<file path="config.mk">
export PLATFORM = sky130hd
export DESIGN_NAME = ds2_frame_mux
export DESIGN_NICKNAME = d
export VERILOG_FILES = /design/src/rtl/ds2_mux_pkg.sv /design/src/rtl/ds2_frame_counter.sv /design/src/rtl/ds2_trib_fifo.sv /design/src/rtl/ds2_frame_mux.sv
export SDC_FILE = /design/constraint.sdc
export NUM_CORES = 1
export LEC_CHECK = 0
export BUFFER_PORTS_ARGS = -buffer_cell sky130_fd_sc_hd__buf_2
export CAP_MARGIN = 20
export CORE_MARGIN = 2
export CORE_UTILIZATION = 30
export DETAILED_ROUTE_END_ITERATION = 8
export GPL_ROUTABILITY_DRIVEN = 0
export PLACE_DENSITY = 0.45
export SYNTH_ARGS = -nofsm -noshare
export SYNTH_HDL_FRONTEND = slang
export SYNTH_SLANG_ARGS = --single-unit
</file>
<file path="constraint.sdc">
create_clock -name clk -period 3.45 [get_ports clk]
set_input_delay 0.1725 -clock clk [delete_from_list [all_inputs] [get_ports clk]]
set_output_delay 0.1725 -clock clk [all_outputs]
set_load 0.05 [all_outputs]
</file>
<file path="src/rtl/ds2_mux_pkg.sv">
package ds2_mux_pkg;
  localparam int DEF_NUM_TRIB   = 4;
  localparam int DEF_ROUNDS     = 12;
  localparam int DEF_NUM_BLK    = 6;
  localparam int DEF_FIFO_DEPTH = 8;

  typedef enum logic [2:0] {
    SLOT_MBIT,
    SLOT_CTRL,
    SLOT_STUFF,
    SLOT_IDLE,
    SLOT_DATA
  } slot_e;
endpackage

</file>
<file path="src/rtl/ds2_frame_counter.sv">
module ds2_frame_counter #(
  parameter int SF_N   = 4,
  parameter int BLK_N  = 6,
  parameter int BITS_N = 49,
  localparam int SF_W  = $clog2(SF_N),
  localparam int BLK_W = $clog2(BLK_N),
  localparam int POS_W = $clog2(BITS_N)
) (
  input  logic             clk,
  input  logic             rst,
  output logic [SF_W-1:0]  sf,
  output logic [BLK_W-1:0] blk,
  output logic [POS_W-1:0] pos
);
  always_ff @(posedge clk) begin
    if (rst) begin
      sf  <= '0;
      blk <= '0;
      pos <= '0;
    end else if (int'(pos) == BITS_N - 1) begin
      pos <= '0;
      if (int'(blk) == BLK_N - 1) begin
        blk <= '0;
        sf  <= (int'(sf) == SF_N - 1) ? '0 : sf + SF_W'(1);
      end else begin
        blk <= blk + BLK_W'(1);
      end
    end else begin
      pos <= pos + POS_W'(1);
    end
  end

  // the slot position never leaves the block
  p_pos_range_r2: assert property (@(posedge clk) disable iff (rst)
    int'(pos) < BITS_N && int'(blk) < BLK_N);

  // the last block position is followed by position 0
  p_pos_wrap_r2: assert property (@(posedge clk) disable iff (rst)
    (int'(pos) == BITS_N - 1) |=> (pos == '0));
endmodule

</file>
<file path="src/rtl/ds2_trib_fifo.sv">
module ds2_trib_fifo #(
  parameter int DEPTH  = 8,
  localparam int AW    = $clog2(DEPTH),
  localparam int LVL_W = $clog2(DEPTH + 1)
) (
  input  logic             clk,
  input  logic             rst,
  input  logic             wr,
  input  logic             wr_bit,
  input  logic             rd,
  output logic             rd_bit,
  output logic [LVL_W-1:0] level
);
  logic [DEPTH-1:0] mem;
  logic [AW-1:0]    wr_ptr, rd_ptr;
  logic             push_ok;

  assign push_ok = wr && ((int'(level) < DEPTH) || rd);
  assign rd_bit  = mem[rd_ptr];

  always_ff @(posedge clk) begin
    if (push_ok) mem[wr_ptr] <= wr_bit;
  end

  always_ff @(posedge clk) begin
    if (rst) begin
      wr_ptr <= '0;
      rd_ptr <= '0;
      level  <= '0;
    end else begin
      if (push_ok) wr_ptr <= wr_ptr + AW'(1);
      if (rd)      rd_ptr <= rd_ptr + AW'(1);
      case ({push_ok, rd})
        2'b10:   level <= level + LVL_W'(1);
        2'b01:   level <= level - LVL_W'(1);
        default: level <= level;
      endcase
    end
  end

  // fill never exceeds depth
  p_no_overflow_r9: assert property (@(posedge clk) disable iff (rst)
    int'(level) <= DEPTH);

  // the frame side never pops an empty buffer
  p_no_underflow_r8: assert property (@(posedge clk) disable iff (rst)
    rd |-> (level != '0));
endmodule

</file>
<file path="src/rtl/ds2_frame_mux.sv">
module ds2_frame_mux
  import ds2_mux_pkg::*;
#(
  parameter int NUM_TRIB   = DEF_NUM_TRIB,
  parameter int ROUNDS     = DEF_ROUNDS,
  parameter int NUM_BLK    = DEF_NUM_BLK,
  parameter int FIFO_DEPTH = DEF_FIFO_DEPTH
) (
  input  logic                clk,
  input  logic                rst,
  input  logic [NUM_TRIB-1:0] trib_wr,
  input  logic [NUM_TRIB-1:0] trib_bit,
  input  logic                alarm,
  output logic                out_bit,
  output logic                out_sof
);
  localparam int NUM_SF   = NUM_TRIB;
  localparam int BLK_BITS = 1 + NUM_TRIB * ROUNDS;
  localparam int SF_W     = $clog2(NUM_SF);
  localparam int BLK_W    = $clog2(NUM_BLK);
  localparam int POS_W    = $clog2(BLK_BITS);
  localparam int TRIB_W   = $clog2(NUM_TRIB);
  localparam int LVL_W    = $clog2(FIFO_DEPTH + 1);
  localparam int LOW_MARK = FIFO_DEPTH / 2;

  logic [SF_W-1:0]     sf;
  logic [BLK_W-1:0]    blk;
  logic [POS_W-1:0]    pos;
  logic [TRIB_W-1:0]   trib_sel;
  logic [NUM_TRIB-1:0] pop;
  logic [NUM_TRIB-1:0] rd_bits;
  logic [LVL_W-1:0]    level [NUM_TRIB];
  logic                stuff_pos;
  logic                m_value;
  logic                nxt_bit;
  slot_e               slot_kind;

  ds2_frame_counter #(
    .SF_N  (NUM_SF),
    .BLK_N (NUM_BLK),
    .BITS_N(BLK_BITS)
  ) u_cnt (
    .clk(clk),
    .rst(rst),
    .sf (sf),
    .blk(blk),
    .pos(pos)
  );

  for (genvar g = 0; g < NUM_TRIB; g++) begin : g_fifo
    ds2_trib_fifo #(.DEPTH(FIFO_DEPTH)) u_fifo (
      .clk   (clk),
      .rst   (rst),
      .wr    (trib_wr[g]),
      .wr_bit(trib_bit[g]),
      .rd    (pop[g]),
      .rd_bit(rd_bits[g]),
      .level (level[g])
    );
  end

  assign trib_sel  = TRIB_W'(int'(pos) - 1);
  assign stuff_pos = (int'(blk) == NUM_BLK - 1) && (int'(pos) == int'(sf) + 1);

  // Classify the current slot
  always_comb begin
    if (pos == '0) begin
      slot_kind = (blk == '0) ? SLOT_MBIT : SLOT_CTRL;
    end else if (stuff_pos && int'(level[trib_sel]) < LOW_MARK) begin
      slot_kind = SLOT_STUFF;
    end else if (level[trib_sel] == '0) begin
      slot_kind = SLOT_IDLE;
    end else begin
      slot_kind = SLOT_DATA;
    end
  end

  // M pattern: first subframe 0, last carries inverted alarm, others 1
  always_comb begin
    if (sf == '0)                  m_value = 1'b0;
    else if (int'(sf) == NUM_SF-1) m_value = ~alarm;
    else                           m_value = 1'b1;
  end

  always_comb begin
    pop     = '0;
    nxt_bit = 1'b0;
    case (slot_kind)
      SLOT_MBIT: nxt_bit = m_value;
      SLOT_DATA: begin
        nxt_bit       = rd_bits[trib_sel];
        pop[trib_sel] = 1'b1;
      end
      default:   nxt_bit = 1'b0;
    endcase
  end

  always_ff @(posedge clk) begin
    if (rst) begin
      out_bit <= 1'b0;
      out_sof <= 1'b0;
    end else begin
      out_bit <= nxt_bit;
      out_sof <= (sf == '0) && (blk == '0) && (pos == '0);
    end
  end

  // a stuffed slot reads nothing
  p_stuff_hold_r7: assert property (@(posedge clk) disable iff (rst)
    (slot_kind == SLOT_STUFF) |-> (pop == '0));

  // one tributary at most is served per slot
  p_single_pop_r6: assert property (@(posedge clk) disable iff (rst)
    $onehot0(pop));

  // the frame marker coincides with the 0 M bit
  p_sof_mbit_r3: assert property (@(posedge clk) disable iff (rst)
    out_sof |-> !out_bit);
endmodule

</file>
## Word level (Yosys, flattened, before mapping)

Cells that the tools add are included.

| storage, ports and cells | value |
|---|---|
| bits of input ports | 11 |
| flip-flop bits (word level) | 85 |

| operators by class | value |
|---|---|
| magnitude comparators | 20 |
| bitwise logic cells | 2 |
| reduce and logical (&&, ||, !) cells | 28 |
| $add $sub $neg | 21 |
| muxes and demuxes | 41 |
| eq/ne operators | 13 |

Operators with widths:

| kind | number |
|---|---|
| 8-bit bitwise mux | 4 |
| 3-bit by 4-bit < comparator with 1-bit output, second input constant | 8 |
| 4-bit one-hot mux with 2 select lines | 4 |
| 3-bit by 1-bit adder with 3-bit output, second input constant | 9 |
| 4-bit by 1-bit adder with 4-bit output, second input constant | 4 |
| 4-bit < comparator, second input constant | 4 |
| 4-bit by 1-bit subtractor with 4-bit output, second input constant | 4 |
| 1-bit logical AND | 13 |
| 1-bit two-way mux | 13 |
| 1-bit binary-select mux with 3-bit select | 4 |
| 1-bit demux with 3-bit select | 4 |
| 3-bit by 1-bit >= comparator with 1-bit output, second input constant | 4 |
| 3-bit two-way mux | 4 |
| 4-bit two-way mux | 3 |
| 2-bit by 1-bit equality test with 1-bit output, second input constant | 5 |
| 4-bit binary-select mux with 2-bit select | 1 |
| 2-bit equality test, second input constant | 4 |
| 2-bit nonzero test | 4 |
| 6-bit by 1-bit adder with 6-bit output, second input constant | 1 |
| 3-bit equality test, second input constant | 2 |
| 6-bit by 3-bit equality test with 1-bit output | 1 |
| 6-bit by 5-bit equality test with 1-bit output, second input constant | 1 |
| 3-bit zero test | 2 |
| 6-bit zero test | 1 |
| other kinds (18) | 21 |

## Logic depth before layout (Yosys ltp)

Gate-level depths: netlist (run 1).

| depth | value |
|---|---|
| depth after elaboration | 15 |
| mapped depth | 16 |
| mapped depth without buffers | 15 |

## Hierarchy

A second synthesis (run 1) with hierarchy kept.

| second synthesis, totals | value |
|---|---|
| cells, all modules | 414 |
| area total of the unflattened synthesis | 4438.0 um^2 |

By module, submodules not included:

| module | seq. area each (um^2) | instances | area an instance (um^2) | cells each |
|---|---|---|---|---|
| ds2_trib_fifo | 440.4 | 4 | 887.1 | 78 |
| ds2_frame_counter | 220.2 | 1 | 480.5 | 53 |
| ds2_frame_mux | 40.0 | 1 | 409.1 | 49 |

## Least setup slack after synthesis (run 1)

No wires, ideal clock.

| path | value |
|---|---|
| kind | reg2reg |
| start point | register u_cnt.pos[0] |
| end point | register g_fifo[2].u_fifo.level[3] |
| clock period less this slack | 3482 ps |
| setup slack | -32 ps |
| cell stages (with the launch flop) | 17 |
| library setup time | 70 ps |
| required time | 3380 ps |
| data arrival time | 3412 ps |
| cells stage by stage | dfxtp_1 buf_4 inv_1 ha_1 nand2b_1 o31ai_1 o31ai_1 a41oi_1 nor2b_2 inv_2 ha_1 ha_1 a21o_1 a21oi_1 xnor2_1 or3_1 a21oi_1 |

| between the ends | value |
|---|---|
| word-level cells in the longest chain between the ends | 15 |
| elaborated cells on any way between the ends | 27 |
| classes of those cells | add/sub: 1; order compare: 3; eq/ne: 4; mux: 10; bitwise: 1; reduce/logical: 8 |

RTL lines:

| item | line | text |
|---|---|---|
| start, declared | ds2_frame_counter.sv:13 | `output logic [POS_W-1:0] pos` |
| start signal, assigned | ds2_frame_counter.sv:29 | `pos <= pos + POS_W'(1);` |
| 2-bit by 1-bit subtractor with 2-bit output (*) | ds2_frame_mux.sv:62 | `assign trib_sel = TRIB_W'(int'(pos) - 1);` |
| net trib_sel[0] | ds2_frame_mux.sv:29 | `logic [TRIB_W-1:0] trib_sel;` |
| 2-bit NOT with 3-bit output (implied by the code) | ds2_frame_mux.sv:69, ds2_frame_mux.sv:71 |  |
| 4-bit binary-select mux with 2-bit select | ds2_frame_mux.sv:69, ds2_frame_mux.sv:71 |  |
| 4-bit two-way mux (implied by the code) (2 in series) | ds2_frame_mux.sv:69, ds2_frame_mux.sv:71 |  |
| 4-bit by 3-bit < comparator with 1-bit output / 4-bit zero test (equally long branches) | ds2_frame_mux.sv:69, ds2_frame_mux.sv:71 |  |
| 1-bit logical AND / 3-bit two-way mux (equally long branches) | ds2_frame_mux.sv:69, ds2_frame_mux.sv:71 |  |
| 3-bit two-way mux | ds2_frame_mux.sv:69 | `end else if (stuff_pos && int'(level[trib_sel]) < LOW_MARK) begin` |
| 3-bit two-way mux | ds2_frame_mux.sv:67 | `if (pos == '0) begin` |
| 3-bit equality test | ds2_frame_mux.sv:88 | `case (slot_kind)` |
| 4-bit two-way mux (*) | ds2_frame_mux.sv:88 |  |
| 1-bit logical OR | ds2_trib_fifo.sv:18 | `assign push_ok = wr && ((int'(level) < DEPTH) \|\| rd);` |
| 1-bit logical AND | ds2_trib_fifo.sv:18 |  |
| 2-bit by 1-bit equality test with 1-bit output / 2-bit equality test (equally long branches) | ds2_trib_fifo.sv:33 | `case ({push_ok, rd})` |
| 4-bit one-hot mux with 2 select lines / 2-bit nonzero test (equally long branches) | - |  |
| end signal, assigned | ds2_trib_fifo.sv:34 | `2'b10: level <= level + LVL_W'(1);` |
| end signal, assigned | ds2_trib_fifo.sv:35 | `2'b01: level <= level - LVL_W'(1);` |
| end signal, assigned | ds2_trib_fifo.sv:36 | `default: level <= level;` |
| end, declared | ds2_trib_fifo.sv:12 | `output logic [LVL_W-1:0] level` |

The timed path passes the listed nets; every way through them passes the cells marked *. The select of a mux whose other input is x is not followed.
A chain may end at the register's enable or synchronous reset.

## Worst setup path in the final report (run 1)

| path | value |
|---|---|
| start point | register u_cnt.pos[0] |
| end point | register g_fifo[2].u_fifo.level[3] |

| between the ends | value |
|---|---|
| word-level cells in the longest chain between the ends | 15 |
| elaborated cells on any way between the ends | 27 |
| classes of those cells | add/sub: 1; order compare: 3; eq/ne: 4; mux: 10; bitwise: 1; reduce/logical: 8 |

RTL lines:

| item | line | text |
|---|---|---|
| 2-bit by 1-bit subtractor with 2-bit output (*) | ds2_frame_mux.sv:62 |  |
| net trib_sel[0] | ds2_frame_mux.sv:29 |  |
| 2-bit NOT with 3-bit output (implied by the code) | ds2_frame_mux.sv:69, ds2_frame_mux.sv:71 |  |
| 4-bit binary-select mux with 2-bit select | ds2_frame_mux.sv:69, ds2_frame_mux.sv:71 |  |
| 4-bit two-way mux (implied by the code) (2 in series) | ds2_frame_mux.sv:69, ds2_frame_mux.sv:71 |  |
| 4-bit by 3-bit < comparator with 1-bit output / 4-bit zero test (equally long branches) | ds2_frame_mux.sv:69, ds2_frame_mux.sv:71 |  |
| 1-bit logical AND / 3-bit two-way mux (equally long branches) | ds2_frame_mux.sv:69, ds2_frame_mux.sv:71 |  |
| 3-bit two-way mux | ds2_frame_mux.sv:69 |  |
| 3-bit two-way mux | ds2_frame_mux.sv:67 |  |
| 3-bit equality test | ds2_frame_mux.sv:88 |  |
| 4-bit two-way mux (*) | ds2_frame_mux.sv:88 |  |
| net g_fifo[2].u_fifo.rd | ds2_trib_fifo.sv:10 | `input logic rd,` |
| 1-bit logical OR | ds2_trib_fifo.sv:18 |  |
| 1-bit logical AND | ds2_trib_fifo.sv:18 |  |
| 2-bit by 1-bit equality test with 1-bit output / 2-bit equality test (equally long branches) | ds2_trib_fifo.sv:33 |  |
| 4-bit one-hot mux with 2 select lines / 2-bit nonzero test (equally long branches) | - |  |

Marks and branches as above.

==> key figures, run 1 <==
Die
  • Die area: 16200 um^2
  • Die height: 127 um
  • Die W: 127 um
  • I/O Pins: 13
  • Row count: 45
  • Initial Utilization: 30.3%
  • Core ar.: 15000 um^2

Synthesis
  • Main synth FF type: dfxtp_1
  • Synth async-reset ratio: 0%
  • Post-Syn Area: 4560 um^2
  • Post-synthesis sequential area ratio: 44.4%
  • Synth Instances: 447
  • Synth Register Bits: 85
  • Number of library cell types mapped by synthesis: 51
  • Mean Syn Cell Area: 10.2 um^2
  • Post-synth EDFFs: 32
  • Post-synth net total: 488
  • Yosys warns: 0

Timing
  • Worst Tran Pin Value: 634 ps
  • Fin Hold WS: 90.9 ps
  • Min Tclk post-route: 3300 ps
  • Fmax: 303 MHz
  • RSZ-0062 raised after global routing: true
  • Skew final: 6.36 ps
  • Final setup violation count: 0
  • Final worst path period share: 95.5%
  • Final hold vios: 0
  • Slew Viols, Final: 0
  • Slew headroom: 57.7%
  • Setup_tns: 0 ps

Flow run
  • Total of max-cap violations: 0

Clock tree
  • Root Driver: clkbuf_16
  • CTS tree: built
  • # clock sinks: 85
  • CTS Buf Count: 9
  • CTS H-Tree Depth: 3
  • Clk_lat worst skew: 340 ps
  • Clock Tree Buf Depth: 2
  • Clk slew on worst S/H paths: 60 ps
  • Cts hold-fix bufs: 0

Route
  • Via-to-Cell Ratio: 4.85
  • Total vias in the final route: 3271
  • Drt total wl: 9330 um
  • Drt pass-1 iters: 4
  • Initial DRC Count: 129
  • DR WL/cell: 13.8 um
  • DRC Markers: 0
  • Routed Antenna Nets: 0

Power and ir drop
  • VDD IR max: 0.238 mV
  • Leakage power: 0.00207 uW
  • Total power: 2790 uW
  • PwrDens: 513 nW/um^2

Hold path
  • Hold path start: trib_bit[3]
  • Hold Crit Class: in2reg

Run status
  • Status: completed

Setup path
  • Top delay family on crit path: simple AND/OR/NAND/NOR gates
  • Critical Path RT: 3730 ps
  • Worst r2r src: u_cnt.pos[0]
  • CP Class: reg2reg
  • Slowest cell delay on critical path: 490 ps
  • CP most frequent cell: ha_1
  • Crit start category: register
  • Arr. time, crit path: 3580 ps
  • Worst Setup SP: u_cnt.pos[0]
  • CP max FO: 8
  • Critical path's slowest cell: or4b_4
  • Critical path cell sequence: inv_1 > ha_4 > or4b_4 > o31ai_4 > nor3_2 > a31o_4 > and2_1 > ha_1 > ha_1 > a21o_1 > a21oi_2 > xnor2_1 > or3_1 > a21oi_1
  • Buf/Inv on CP: 1
  • Crit. End Element: register

Global routing
  • Gr usage total: 12.3%
  • First-pass GRT wire length: 15700 um
  • Largest net degree at the start of global routing: 37
  • Initial antenna violation count: 0
  • Vias in the first global route: 3155
  • Gr ovfl total: 0

Place
  • Port bufs: 12
  • Post-DP HPWL: 6550 um
  • Dpl cells: 642

Finish
  • Most frequent cells in the layout: 53 x dfxtp_1, 43 x nor2_1, 32 x edfxtp_1, 32 x buf_4, 27 x a21oi_1
  • Layout cells sized above 1: 23.0%
  • Nets: 522
  • Commonest non-fill, non-tap cell in the layout: dfxtp_1
  • N_diodes: 0
  • Final Non-Filler Cells: 674
  • Fin util: 36.1%
  • Area Overhead vs Synth: 19.2%
[logic make-up (layout without fill, tap and decap cells)]
| group | count (synthesis) | count (layout) | synth area share, % |
|---|---|---|---|
| adder cells (fa/ha/maj) | 30 | 30 | 8.73 |
| AND/OR/NAND/NOR | 168 | 168 | 20.9 |
| XOR/XNOR | 21 | 21 | 4.04 |
| multiplexers | 20 | 20 | 7.06 |
| flip-flops | 85 | 85 | 44.4 |
| AO/OA/AOI/OAI | 77 | 78 | 10.8 |
| buffers and inverters | 46 | 84 | 4.04 |
[layer usage]
layer / vias to the layer above / global-route usage (%) / share of wire [%]
met4: 0 / 4.46 / 1.8
met3: 14 / 3.35 / 2.6
met5: - / 0 / 0
met1: 1536 / 16.2 / 49
li1: 1689 / - / -
met2: 32 / 19.6 / 47
[repair_timing]
action                     4_1_cts  5_1_grt
gates cloned                     0        1
setup endpoints to repair        1        7
resized for setup                1       23
pin swaps                        0        7
buffers inserted                 0       16
[worst register-to-register path, stage by stage, from the launching register on]
cell     delay [ps]
dfxtp_1         330
inv_1            80
ha_4            320
or4b_4          490
o31ai_4         120
nor3_2          110
a31o_4          260
and2_1          180
ha_1            210
ha_1            280
a21o_1          190
a21oi_2         140
xnor2_1          80
or3_1           300
a21oi_1         130
[per-stage QoR]
step	setup WS, ps	cell area (um^2)
2_1_floorplan	32.2	4570
3_3_place_gp	37.6	4900
3_5_place_dp	4.38	4900
4_1_cts	23.0	5190
5_1_grt	-63.9	5430
6_report	154	5430
[state kept, by name, indices dropped and copies added, names as in the netlist]
signal	cells
g_fifo.u_fifo.rd_ptr	12
out_sof	1
g_fifo.u_fifo.wr_ptr	12
out_bit	1
g_fifo.u_fifo.mem	32
u_cnt.sf	2
u_cnt.pos	6
u_cnt.blk	3
g_fifo.u_fifo.level	16
[where the power goes]
part	internal, uW	switching (uW)
logic	308	356
clock network	509	400
registers	1120	95.7
[path summary, 6_finish.rpt]
check,to,slack (ps),cells after the start
max,g_fifo[2].u_fifo.level[3],150,14
min,g_fifo[3].u_fifo.mem[1],90,1
max reg2reg,g_fifo[2].u_fifo.level[3],150,14
min reg2reg,g_fifo[0].u_fifo.rd_ptr[0],540,2
[synth_stat cells, types with 8 or more instances]
master,count,area share [%]
dfxtp_1,53,23
clkbuf_1,11,0.91
and2_1,8,1.1
nor4b_1,13,2.5
nor2_1,43,3.5
nand2_1,16,1.3
mux4_2,8,4.0
or3_1,9,1.2
ha_1,27,7.4
xnor2_1,9,1.7
edfxtp_1,32,21
xor2_1,12,2.3
inv_1,20,1.6
buf_1,9,0.74
nand2b_1,14,1.9
nand3_1,21,2.3
nor3_1,10,1.1
o21ai_0,19,2.1
a21oi_1,31,3.4
[final cells by class]
type / instances / area (um^2)
Inverter: 24 / 90.1
Sequential cell: 85 / 2020
Multi-Input combinational cell: 317 / 2510
Clock inverter: 5 / 35.0
Timing Repair Buffer: 44 / 300
Fill cell: 1493 / 9600
Clock buffer: 11 / 243
Tap cell: 188 / 235
No activity file was read; power rests on OpenSTA's default activity.
==> run 2, diff against run 1 <==
CORE_UTILIZATION = 25   (was 30)
PLACE_DENSITY = 0.39   (was 0.45)
==> run 2 against run 1 <==
Net effect:
- power up 0.11%
- first-iteration DRC count fell by 9.3%
- via count is 1.1% lower
- critical path depth rose by 2
- utilization decreased by 5.9 points
- global-route usage shrank 1.8 points
- critical endpoint is now g_fifo[1].u_fifo.level[3]
==> key figures, run 2 (same netlist as run 1, synthesis figures left out) <==
Run status
  • Status: completed (unchanged)

Setup path
  • Arr. time, crit path: 3570 ps (was 3580 ps)
  • Critical Path RT: 3720 ps (was 3730 ps)
  • Critical path's slowest cell: dfxtp_1 (was or4b_4)
  • R2R setup slack: 160 ps (was 150 ps)
  • CP Class: reg2reg (unchanged)
  • Worst r2r src: u_cnt.pos[1] (was u_cnt.pos[0])
  • R2R depth: 16 (was 14)
  • CP max FO: 7 (was 8)
  • Crit start category: register (unchanged)
  • Critical R2R Capture: g_fifo[1].u_fifo.level[3] (was g_fifo[2].u_fifo.level[3])
  • Critical path cell sequence: inv_2 > ha_4 > nand2b_4 > o32ai_4 > a211oi_4 > buf_6 > buf_4 > a31o_4 > and2_1 > ha_2 > ha_1 > a21o_1 > a21oi_2 > xnor2_1 > or3_1 > a21oi_1 (was inv_1 > ha_4 > or4b_4 > o31ai_4 > nor3_2 > a31o_4 > and2_1 > ha_1 > ha_1 > a21o_1 > a21oi_2 > xnor2_1 > or3_1 > a21oi_1)
  • Crit. End Element: register (unchanged)
  • Slowest cell delay on critical path: 340 ps (was 490 ps)

Timing
  • Min Tclk post-route: 3290 ps (was 3300 ps)
  • Post-route setup slack: 158 ps (was 154 ps)
  • Fmax: 304 MHz (was 303 MHz)
  • Final hold vios: 0 (unchanged)
  • Fin Hold WS: 98.8 ps (was 90.9 ps)
  • Skew final: 8.92 ps (was 6.36 ps)
  • Setup_tns: 0 ps (unchanged)
  • Slew Viols, Final: 0 (unchanged)
  • Final setup violation count: 0 (unchanged)
  • Final worst path period share: 95.4% (was 95.5%)
  • Slew headroom: 47.7% (was 57.7%)
  • Worst Tran Pin Value: 784 ps (was 634 ps)

Route
  • Initial DRC Count: 117 (was 129)
  • Drt total wl: 9650 um (was 9330 um)
  • DRC Markers: 0 (unchanged)
  • Via-to-Cell Ratio: 4.59 (was 4.85)
  • Drt pass-1 iters: 5 (was 4)
  • Total vias in the final route: 3234 (was 3271)
  • Routed Antenna Nets: 0 (unchanged)
  • DR WL/cell: 13.7 um (was 13.8 um)

Clock tree
  • # clock sinks: 85 (unchanged)
  • CTS Buf Count: 9 (unchanged)
  • Clock Tree Buf Depth: 2 (unchanged)
  • Clk slew on worst S/H paths: 60 ps (about the same)
  • CTS tree: built (unchanged)
  • CTS H-Tree Depth: 3 (unchanged)
  • Root Driver: clkbuf_16 (unchanged)
  • Clk_lat worst skew: 350 ps (was 340 ps)
  • Cts hold-fix bufs: 0 (unchanged)

Global routing
  • Initial antenna violation count: 0 (unchanged)
  • Gr usage total: 10.5% (was 12.3%)
  • Vias in the first global route: 3124 (was 3155)
  • First-pass GRT wire length: 16100 um (was 15700 um)
  • Largest net degree at the start of global routing: 40 (was 37)
  • Gr ovfl total: 0 (unchanged)

Place
  • Dpl ws: -145 ps (was 4.38 ps)
  • Cell Area, Placed: 4920 um^2 (was 4900 um^2)
  • Port bufs: 12 (unchanged)
  • Post-DP HPWL: 6740 um (was 6550 um)

Die
  • Core ar.: 17900 um^2 (was 15000 um^2)
  • Die W: 139 um (was 127 um)
  • Die height: 139 um (was 127 um)
  • I/O Pins: 13 (unchanged)
  • Initial Utilization: 25.5% (was 30.3%)
  • Die area: 19300 um^2 (was 16200 um^2)
  • Row count: 49 (was 45)

Power and ir drop
  • Pint: 1930 uW (about the same)
  • Leakage power: 0.00201 uW (was 0.00207 uW)
  • PwrDens: 515 nW/um^2 (was 513 nW/um^2)
  • Clock power frac: 32.4% (was 32.6%)
  • Sw Ratio: 30.7% (was 30.6%)
  • Total power: 2790 uW (about the same)
  • Sequential share of power: 43.6% (about the same)
  • Gate power share: 24.0% (was 23.8%)
  • VDD IR max: 0.237 mV (was 0.238 mV)
  • NetSw: 855 uW (was 851 uW)

Flow run
  • Total of max-cap violations: 0 (unchanged)

Finish
  • Area Overhead vs Synth: 18.9% (was 19.2%)
  • Most frequent cells in the layout: 53 x dfxtp_1, 43 x nor2_1, 32 x edfxtp_1 (was 53 x dfxtp_1, 43 x nor2_1, 32 x edfxtp_1, 32 x buf_4, 27 x a21oi_1)
  • Max reg flops: 32 (unchanged)
  • Top reg by flops: g_fifo.u_fifo.mem (unchanged)
  • Biggest regs: g_fifo.u_fifo.mem x32, g_fifo.u_fifo.level x16 (unchanged)
  • N_diodes: 0 (unchanged)
  • Nets: 512 (was 522)
  • Layout cells sized above 1: 21.6% (was 23.0%)
  • Final Cell Area: 5420 um^2 (was 5430 um^2)
  • Filler Cells Inserted: 1868 (was 1493)
  • Commonest non-fill, non-tap cell in the layout: dfxtp_1 (unchanged)

Hold path
  • Hold Crit Class: in2reg (unchanged)
  • Hold path endpoint: g_fifo[1].u_fifo.mem[6] (was g_fifo[3].u_fifo.mem[1])
  • Hold path start: trib_bit[1] (was trib_bit[3])
  • Hold depth: 1 (unchanged)
## run 2: cell types whose count changed in the layout (fill, tap and decap cells not counted), sizes merged
cell,previous run,this run
a31o,2,1
buf,44,34
clkbuf,11,13
clkinv,3,2
clkinvlp,1,2
inv,25,24
## run 2: power groups by stage
stage | logic [uW] | registers [uW] | clock network, uW
global route | 758 | 1230 | 984
CTS | 567 | 1210 | 941
detailed placement | 553 | 1230 | 0
finish | 669 | 1220 | 904
floorplan | 433 | 1200 | 0
global placement | 546 | 1230 | 0
## run 2: how the worst max path moves through the flow
| stage | from | end | slack, ps | depth (start not counted) |
|---|---|---|---|---|
| 2_1_floorplan | u_cnt.pos[0] | g_fifo[2].u_fifo.level[3] | 30 | 16 |
| 3_3_place_gp | u_cnt.pos[0] | g_fifo[2].u_fifo.level[3] | -40 | 15 |
| 3_5_place_dp | u_cnt.pos[0] | g_fifo[2].u_fifo.level[3] | -150 | 15 |
| 4_1_cts | u_cnt.pos[0] | g_fifo[1].u_fifo.level[3] | 6 | 15 |
| 5_1_grt | u_cnt.pos[1] | g_fifo[2].u_fifo.level[3] | -20 | 16 |
| 6_report | u_cnt.pos[1] | g_fifo[1].u_fifo.level[3] | 160 | 16 |
## run 2: metal layers
layer	track usage [%]	vias to the layer above	wire, um
li1	-	1654	-
met1	14.1	1550	4800
met2	16.2	24	4470
met3	2.87	6	245
met4	4.20	0	130
met5	0	-	0
## run 2: area by class of cell
class	count	area, um^2	share of cell area [%]
Timing Repair Buffer	35	234	4.32
Tap cell	229	287	5.29
Inverter	24	90.1	1.66
Clock inverter	4	25.0	0.462
Multi-Input combinational cell	316	2520	46.4
Clock buffer	12	246	4.55
Sequential cell	85	2020	37.3
## run 2: critical path: cells and delay by family (launching register included)
| family | cells | cell delay (ps) |
|---|---|---|
| compound gates | 6 | 1100 |
| fa+ha+maj | 3 | 710 |
| simple gates | 3 | 640 |
| buf+inv | 3 | 350 |
| flops | 1 | 340 |
| xor+xnor | 1 | 80 |
## run 2: what timing repair did
action                                  4_1_cts  5_1_grt
gates resized for setup                       7       23
pin swaps                                     0        6
endpoints found under the setup margin        3        5
cloned                                        0        0
setup buffers                                 1       11
## run 2: stage by stage
stage	utilization (%)	instances
after floorplan	-	447
after global placement	27.5	678
after detailed placement	27.5	678
after CTS	29.3	695
after global routing	30.3	705
final	30.3	705
